--- config.mk ---
export PLATFORM = sky130hd
export DESIGN_NAME = pia_regfile
export DESIGN_NICKNAME = d
export VERILOG_FILES = /design/src/rtl/pia_pkg.sv /design/src/rtl/pia_decode.sv /design/src/rtl/pia_xfer.sv /design/src/rtl/pia_side.sv /design/src/rtl/pia_regfile.sv
export SDC_FILE = /design/constraint.sdc
export NUM_CORES = 1
export LEC_CHECK = 0
export ABC_AREA = 1
export BUFFER_PORTS_ARGS = -buffer_cell sky130_fd_sc_hd__buf_4
export CAP_MARGIN = 5
export CORE_UTILIZATION = 28
export DETAILED_ROUTE_END_ITERATION = 8
export PLACE_DENSITY = 0.47
export SLEW_MARGIN = 20
export SYNTH_ARGS = -nofsm -noshare
export SYNTH_HDL_FRONTEND = slang
export SYNTH_HIERARCHICAL = 1
export SYNTH_SLANG_ARGS = --single-unit
export TNS_END_PERCENT = 30
--- constraint.sdc ---
create_clock -name clk -period 2.6 [get_ports clk]
set_input_delay 0.26 -clock clk [delete_from_list [all_inputs] [get_ports clk]]
set_output_delay 0.26 -clock clk [all_outputs]
set_load 0.01 [all_outputs]
--- src/rtl/pia_pkg.sv ---
package pia_pkg;
  // number of control-register bits supplied from outside as status
  localparam int unsigned STAT_BITS  = 2;
  // control bit choosing data path (1) or direction register (0)
  localparam int unsigned DIRSEL_POS = 2;

  typedef enum logic [2:0] {
    TGT_NONE   = 3'd0,
    TGT_DATA_A = 3'd1,
    TGT_DIR_A  = 3'd2,
    TGT_CTL_A  = 3'd3,
    TGT_DATA_B = 3'd4,
    TGT_DIR_B  = 3'd5,
    TGT_CTL_B  = 3'd6
  } reg_tgt_e;
endpackage

--- src/rtl/pia_decode.sv ---
module pia_decode
  import pia_pkg::*;
(
  input  logic     sel0_i,
  input  logic     sel1_i,
  input  logic     sel2_n_i,
  input  logic     cyc_i,
  input  logic     rd_i,
  input  logic [1:0] rsel_i,
  input  logic     dirsel_a_i,
  input  logic     dirsel_b_i,
  output logic     chip_sel_o,
  output logic     acc_o,
  output logic     rd_en_o,
  output reg_tgt_e tgt_o
);
  reg_tgt_e tgt_raw;

  always_comb begin
    chip_sel_o = sel0_i & sel1_i & ~sel2_n_i;
    acc_o      = cyc_i & chip_sel_o;
    rd_en_o    = acc_o & rd_i;
  end

  always_comb begin
    unique case (rsel_i)
      2'b00:   tgt_raw = dirsel_a_i ? TGT_DATA_A : TGT_DIR_A;
      2'b01:   tgt_raw = TGT_CTL_A;
      2'b10:   tgt_raw = dirsel_b_i ? TGT_DATA_B : TGT_DIR_B;
      default: tgt_raw = TGT_CTL_B;
    endcase
    tgt_o = acc_o ? tgt_raw : TGT_NONE;
  end
endmodule

--- src/rtl/pia_xfer.sv ---
module pia_xfer
  import pia_pkg::*;
#(
  parameter int unsigned DW = 8
) (
  input  logic          clk,
  input  logic          rst_n,
  input  logic          acc_i,
  input  logic          rd_i,
  input  reg_tgt_e      tgt_i,
  input  logic [DW-1:0] wdata_i,
  output reg_tgt_e      wr_tgt_o,
  output logic [DW-1:0] wdata_o,
  output logic          rd_a_stb_o,
  output logic          wr_b_stb_o
);
  logic          pend_q, pend_d;
  logic          rd_q, rd_d;
  reg_tgt_e      tgt_q, tgt_d;
  logic [DW-1:0] data_q, data_d;
  logic          rda_q, rda_d;
  logic          wrb_q, wrb_d;
  logic          commit;

  always_comb begin
    pend_d = acc_i;
    rd_d   = rd_q;
    tgt_d  = tgt_q;
    data_d = data_q;
    if (acc_i) begin
      rd_d   = rd_i;
      tgt_d  = tgt_i;
      data_d = wdata_i;
    end
    commit = pend_q & ~acc_i;
    rda_d  = commit & rd_q  & (tgt_q == TGT_DATA_A);
    wrb_d  = commit & ~rd_q & (tgt_q == TGT_DATA_B);
  end

  always_ff @(posedge clk or negedge rst_n) begin
    if (!rst_n) begin
      pend_q <= 1'b0;
      rd_q   <= 1'b0;
      tgt_q  <= TGT_NONE;
      data_q <= '0;
      rda_q  <= 1'b0;
      wrb_q  <= 1'b0;
    end else begin
      pend_q <= pend_d;
      rd_q   <= rd_d;
      tgt_q  <= tgt_d;
      data_q <= data_d;
      rda_q  <= rda_d;
      wrb_q  <= wrb_d;
    end
  end

  assign wr_tgt_o   = (commit && !rd_q) ? tgt_q : TGT_NONE;
  assign wdata_o    = data_q;
  assign rd_a_stb_o = rda_q;
  assign wr_b_stb_o = wrb_q;


  commit_after_acc_chk: assert property (@(posedge clk) disable iff (!rst_n)
    (wr_tgt_o != TGT_NONE) |-> ($past(acc_i) && !acc_i));

  rd_a_stb_single_chk: assert property (@(posedge clk) disable iff (!rst_n)
    rd_a_stb_o |=> !rd_a_stb_o);

  wr_b_stb_single_chk: assert property (@(posedge clk) disable iff (!rst_n)
    wr_b_stb_o |=> !wr_b_stb_o);
endmodule

--- src/rtl/pia_side.sv ---
module pia_side
  import pia_pkg::*;
#(
  parameter int unsigned DW        = 8,
  parameter bit          OUT_READ  = 1'b0,
  localparam int unsigned CTLW     = DW - STAT_BITS
) (
  input  logic                 clk,
  input  logic                 rst_n,
  input  logic                 we_ctl_i,
  input  logic                 we_dir_i,
  input  logic                 we_out_i,
  input  logic [DW-1:0]        wdata_i,
  input  logic [STAT_BITS-1:0] stat_i,
  input  logic [DW-1:0]        pin_i,
  output logic [CTLW-1:0]      ctl_o,
  output logic [DW-1:0]        dir_o,
  output logic [DW-1:0]        out_o,
  output logic [DW-1:0]        rd_ctl_o,
  output logic [DW-1:0]        rd_dir_o,
  output logic [DW-1:0]        rd_data_o
);
  logic [CTLW-1:0] ctl_q, ctl_d;
  logic [DW-1:0]   dir_q, dir_d;
  logic [DW-1:0]   out_q, out_d;

  always_comb begin
    ctl_d = ctl_q;
    dir_d = dir_q;
    out_d = out_q;
    if (we_ctl_i) ctl_d = wdata_i[CTLW-1:0];
    if (we_dir_i) dir_d = wdata_i;
    if (we_out_i) out_d = wdata_i;
  end

  always_ff @(posedge clk or negedge rst_n) begin
    if (!rst_n) begin
      ctl_q <= '0;
      dir_q <= '0;
      out_q <= '0;
    end else begin
      ctl_q <= ctl_d;
      dir_q <= dir_d;
      out_q <= out_d;
    end
  end

  for (genvar i = 0; i < DW; i++) begin : g_rd
    if (OUT_READ) begin : g_mixed
      assign rd_data_o[i] = dir_q[i] ? out_q[i] : pin_i[i];
    end else begin : g_pins
      assign rd_data_o[i] = pin_i[i];
    end
  end

  assign ctl_o    = ctl_q;
  assign dir_o    = dir_q;
  assign out_o    = out_q;
  assign rd_ctl_o = {stat_i, ctl_q};
  assign rd_dir_o = dir_q;


  dir_hold_chk: assert property (@(posedge clk) disable iff (!rst_n)
    !we_dir_i |=> $stable(dir_o));
endmodule

--- src/rtl/pia_regfile.sv ---
module pia_regfile
  import pia_pkg::*;
#(
  parameter int unsigned DW = 8,
  localparam int unsigned CTLW = DW - STAT_BITS
) (
  input  logic                 clk,
  input  logic                 rst_n,
  input  logic                 sel0_i,
  input  logic                 sel1_i,
  input  logic                 sel2_n_i,
  input  logic                 cyc_i,
  input  logic                 rd_i,
  input  logic [1:0]           rsel_i,
  input  logic [DW-1:0]        wdata_i,
  output logic [DW-1:0]        rdata_o,
  output logic                 rdata_oe_o,
  input  logic [STAT_BITS-1:0] stat_a_i,
  input  logic [STAT_BITS-1:0] stat_b_i,
  output logic [CTLW-1:0]      ctl_a_o,
  output logic [CTLW-1:0]      ctl_b_o,
  output logic                 rd_a_stb_o,
  output logic                 wr_b_stb_o,
  output logic [DW-1:0]        pa_out_o,
  output logic [DW-1:0]        pa_oe_o,
  input  logic [DW-1:0]        pa_in_i,
  output logic [DW-1:0]        pb_out_o,
  output logic [DW-1:0]        pb_oe_o,
  input  logic [DW-1:0]        pb_in_i
);
  logic          rst_s1_q, rst_s2_q;
  logic          chip_sel, acc, rd_en;
  reg_tgt_e      tgt, wr_tgt;
  logic [DW-1:0] wdata_c;
  logic [DW-1:0] a_rd_ctl, a_rd_dir, a_rd_data;
  logic [DW-1:0] b_rd_ctl, b_rd_dir, b_rd_data;
  logic [DW-1:0] rd_mux;

  // reset: asserted asynchronously, released after two edges
  always_ff @(posedge clk or negedge rst_n) begin
    if (!rst_n) begin
      rst_s1_q <= 1'b0;
      rst_s2_q <= 1'b0;
    end else begin
      rst_s1_q <= 1'b1;
      rst_s2_q <= rst_s1_q;
    end
  end

  pia_decode u_dec (
    .sel0_i     (sel0_i),
    .sel1_i     (sel1_i),
    .sel2_n_i   (sel2_n_i),
    .cyc_i      (cyc_i),
    .rd_i       (rd_i),
    .rsel_i     (rsel_i),
    .dirsel_a_i (ctl_a_o[DIRSEL_POS]),
    .dirsel_b_i (ctl_b_o[DIRSEL_POS]),
    .chip_sel_o (chip_sel),
    .acc_o      (acc),
    .rd_en_o    (rd_en),
    .tgt_o      (tgt)
  );

  pia_xfer #(.DW(DW)) u_xfer (
    .clk        (clk),
    .rst_n      (rst_s2_q),
    .acc_i      (acc),
    .rd_i       (rd_i),
    .tgt_i      (tgt),
    .wdata_i    (wdata_i),
    .wr_tgt_o   (wr_tgt),
    .wdata_o    (wdata_c),
    .rd_a_stb_o (rd_a_stb_o),
    .wr_b_stb_o (wr_b_stb_o)
  );

  pia_side #(.DW(DW), .OUT_READ(1'b0)) u_side_a (
    .clk       (clk),
    .rst_n     (rst_s2_q),
    .we_ctl_i  (wr_tgt == TGT_CTL_A),
    .we_dir_i  (wr_tgt == TGT_DIR_A),
    .we_out_i  (wr_tgt == TGT_DATA_A),
    .wdata_i   (wdata_c),
    .stat_i    (stat_a_i),
    .pin_i     (pa_in_i),
    .ctl_o     (ctl_a_o),
    .dir_o     (pa_oe_o),
    .out_o     (pa_out_o),
    .rd_ctl_o  (a_rd_ctl),
    .rd_dir_o  (a_rd_dir),
    .rd_data_o (a_rd_data)
  );

  pia_side #(.DW(DW), .OUT_READ(1'b1)) u_side_b (
    .clk       (clk),
    .rst_n     (rst_s2_q),
    .we_ctl_i  (wr_tgt == TGT_CTL_B),
    .we_dir_i  (wr_tgt == TGT_DIR_B),
    .we_out_i  (wr_tgt == TGT_DATA_B),
    .wdata_i   (wdata_c),
    .stat_i    (stat_b_i),
    .pin_i     (pb_in_i),
    .ctl_o     (ctl_b_o),
    .dir_o     (pb_oe_o),
    .out_o     (pb_out_o),
    .rd_ctl_o  (b_rd_ctl),
    .rd_dir_o  (b_rd_dir),
    .rd_data_o (b_rd_data)
  );

  always_comb begin
    unique case (tgt)
      TGT_DATA_A: rd_mux = a_rd_data;
      TGT_DIR_A:  rd_mux = a_rd_dir;
      TGT_CTL_A:  rd_mux = a_rd_ctl;
      TGT_DATA_B: rd_mux = b_rd_data;
      TGT_DIR_B:  rd_mux = b_rd_dir;
      TGT_CTL_B:  rd_mux = b_rd_ctl;
      default:    rd_mux = '0;
    endcase
    rdata_o    = rd_en ? rd_mux : '0;
    rdata_oe_o = rd_en;
  end


  unsel_quiet_chk: assert property (@(posedge clk) disable iff (!rst_s2_q)
    !chip_sel |-> !rdata_oe_o);

  ports_frozen_chk: assert property (@(posedge clk) disable iff (!rst_s2_q)
    $past(acc) |-> ($stable(pa_out_o) && $stable(pb_out_o) &&
                    $stable(pa_oe_o) && $stable(pb_oe_o)));
endmodule

==> key figures <==
STA
  – Final count of hold timing violations: 0
  – Least-Margin Pin Slew: ~0.7 ns
  – Hold Slack: 0.131 ns
  – RSZ-0062 raised after global routing: false
  – Final TNS setup: 0 ns
  – Final Skew: 0.00632 ns
  – Min Tclk post-route: 2.32 ns
  – Setup ws final: 0.280 ns
  – Finish-stage setup viols: 0
  – Relative slew slack: 53.1%
  – Period utilization: 89.2%
  – Fmax: 0.431 GHz
  – Pins Over Slew Limit: 0

Route
  – Avg WL per Cell: 14.7 um
  – Antenna-violating nets left: 0
  – Routed WL: 10.2 mm
  – DRC viols: 0
  – Vias: about 3100
  – DR pass1 iterations: 4
  – Vias per cell: around 4.4
  – Initial DRC Count: 190

Worst setup path
  – CP max FO: 17
  – CP required: about 2.3 ns
  – Critical Path AT: between 2 and 2.5 ns
  – Critical path startpoint category: flip-flop
  – Kind of critical path: flip-flop to output port
  – Crit path cell chain: o21ai_0 > nand2_1 > nor2_2 > buf_6 > buf_4 > nand4_1 > nand2_1 > nor2_1 > a21oi_2 > buf_4
  – Crit path largest cell delay: 0.43 ns
  – R2r setup slk: 0.91 ns
  – CP endpoint kind: output port
  – Max stage delay cell, worst path: dfrtp_1

Clocking
  – Total CTS buffers: 9
  – Htree depth: 3
  – CTS tree: done
  – Clk slew on worst S/H paths: approximately 0.050 ns
  – Setup bufs post-CTS: 0
  – Skew-Pair Late Insertion Delay: 0.33 ns
  – Clk sink count: 61
  – Root Driver: clkbuf_16
  – Clock buffer depth: 2

Finish
  – Footprint of the multi-input gates: 1310 sq um
  – Commonest non-fill, non-tap cell in the layout: nand2_1
  – Area Overhead vs Synth: 23.9%
  – # nets final: about 560
  – Post-route cell area: 4320 sq um
  – Area occupied by registers: 1530 sq um
  – Most frequent cells in the layout: nand2_1, buf_4, dfrtp_1, nand4_1, inv_1
  – Finished Layout Cells: 693
  – Layout cells sized above 1: 26.5%
  – Fin util: 35.9%
  – Ant diodes: 0
  – Number of fill cells in the layout: 1289

Logic synthesis
  – Synth warnings: 6
  – Synth Cell Area: 3490 sq um
  – Synth Instances: 461
  – Synth Net Count: 498
  – Syn Area/Cell: ~7.6 sq um

Run status
  – Status: finished clean

Power and ir drop
  – Peak supply drop: 0.000305 V
  – Sw Share: 27.0%
  – Reg power frac: 42.9%
  – LEAKAGE: roughly 2.3 nW
  – Total Power: 2.87 mW
  – Pint: 2.10 mW
  – Clk pwr share: 43.9%
  – Comb pwr share: about an eighth
  – Power per cell area: 664 nW/um^2
  – Switching power: 0.777 mW

Global routing
  – Largest net degree at the start of global routing: 30
  – Grt ovf: 0
  – First-pass GRT wire length: 16.3 mm
  – Total GRT Usage: 16.8%
  – Initial antenna violation count: 0
  – Vias in the first global route: between 2000 and 3000

Place
  – Port-buffer cells: 91
  – Cells after DPL: approximately 680
  – DP Area: 4000 sq um
  – Post-DP HPWL: approximately 7.4 mm
  – Placer congestion estimate: 0.796
  – Pre-CTS WS: 0.534 ns

Floorplanning
  – I/O Pins: 92
  – Die Span X: 114 um
  – Chip height: 114 um
  – Core Area: 12100 sq um
  – Initial Util: approximately 29%
  – Die area: between 10000 and 15000 sq um
  – Rows: 40

Min path
  – Worst min-delay path class: input port to flip-flop

Run
  – Max_cap viols: 0
[path summary, 6_finish.rpt]
kind                       depth (start not counted)                           from                       endpoint
min in group asynchronous                          2                          rst_n             rst_s2_q$_DFF_PN0_
max reg2reg                                        9        u_xfer/rd_q$_DFFE_PN0P_  u_side_b/dir_o[5]$_DFFE_PN0P_
min reg2reg                                        0             rst_s2_q$_DFF_PN0_  u_xfer/wdata_o[1]$_DFFE_PN0P_
max in group asynchronous                          1             rst_s2_q$_DFF_PN0_  u_side_b/ctl_o[3]$_DFFE_PN0P_
min                                                3                     wdata_i[4]  u_xfer/wdata_o[4]$_DFFE_PN0P_
max                                               10  u_side_b/ctl_o[2]$_DFFE_PN0P_                     rdata_o[0]
[area by class of cell]
cell class	count	area share (%)
inverter	38	3.70
timing repair buffer	106	18.5
clock buffer	9	5.21
clock inverter	7	2.08
sequential	61	35.3
tap	168	4.86
multi-input combinational	304	30.3
[layer usage]
metal	vias to the layer above	global-route usage, %	routed length (um)
li1	1534	-	-
met1	1425	22.5	4750
met2	95	26.6	4560
met3	11	4.68	757
met4	0	4.12	111
met5	-	0	0
[power by group through the flow]
stage          logic [mW]  registers [mW]  clock network (mW)
3_5_place_dp        0.383            1.25                   0
4_1_cts             0.385            1.23                1.29
2_1_floorplan       0.183            1.22                   0
6_report            0.379            1.23                1.26
5_1_grt             0.426            1.25                1.33
3_3_place_gp        0.376            1.25                   0
[sequential cells by signal, summed over array words and instances, names as in the netlist, 3 cells and up]
name and cells:
u_side_b/ctl_o 6, u_xfer/wdata_o 8, u_side_b/out_o 8, u_side_a/ctl_o 6, u_xfer/tgt_q 3, u_side_b/dir_o 8
u_side_a/out_o 8, u_side_a/dir_o 8
[critical path: cells and delay by family (launching register included)]
family	cells	cell delay [ns]
DFF	1	0.43
and+or+nand+nor	5	0.46
buffers and inverters	3	0.56
AOI/OAI and AO/OA	2	0.29
[repair_timing]
| action | 4_1_cts | 5_1_grt |
|---|---|---|
| endpoints found under the hold margin | 2 | 0 |
| endpoints found under the setup margin | 0 | 3 |
| hold buffers | 1 | 0 |
| gates resized for setup | 0 | 1 |
(Power assumes the default switching activity.)
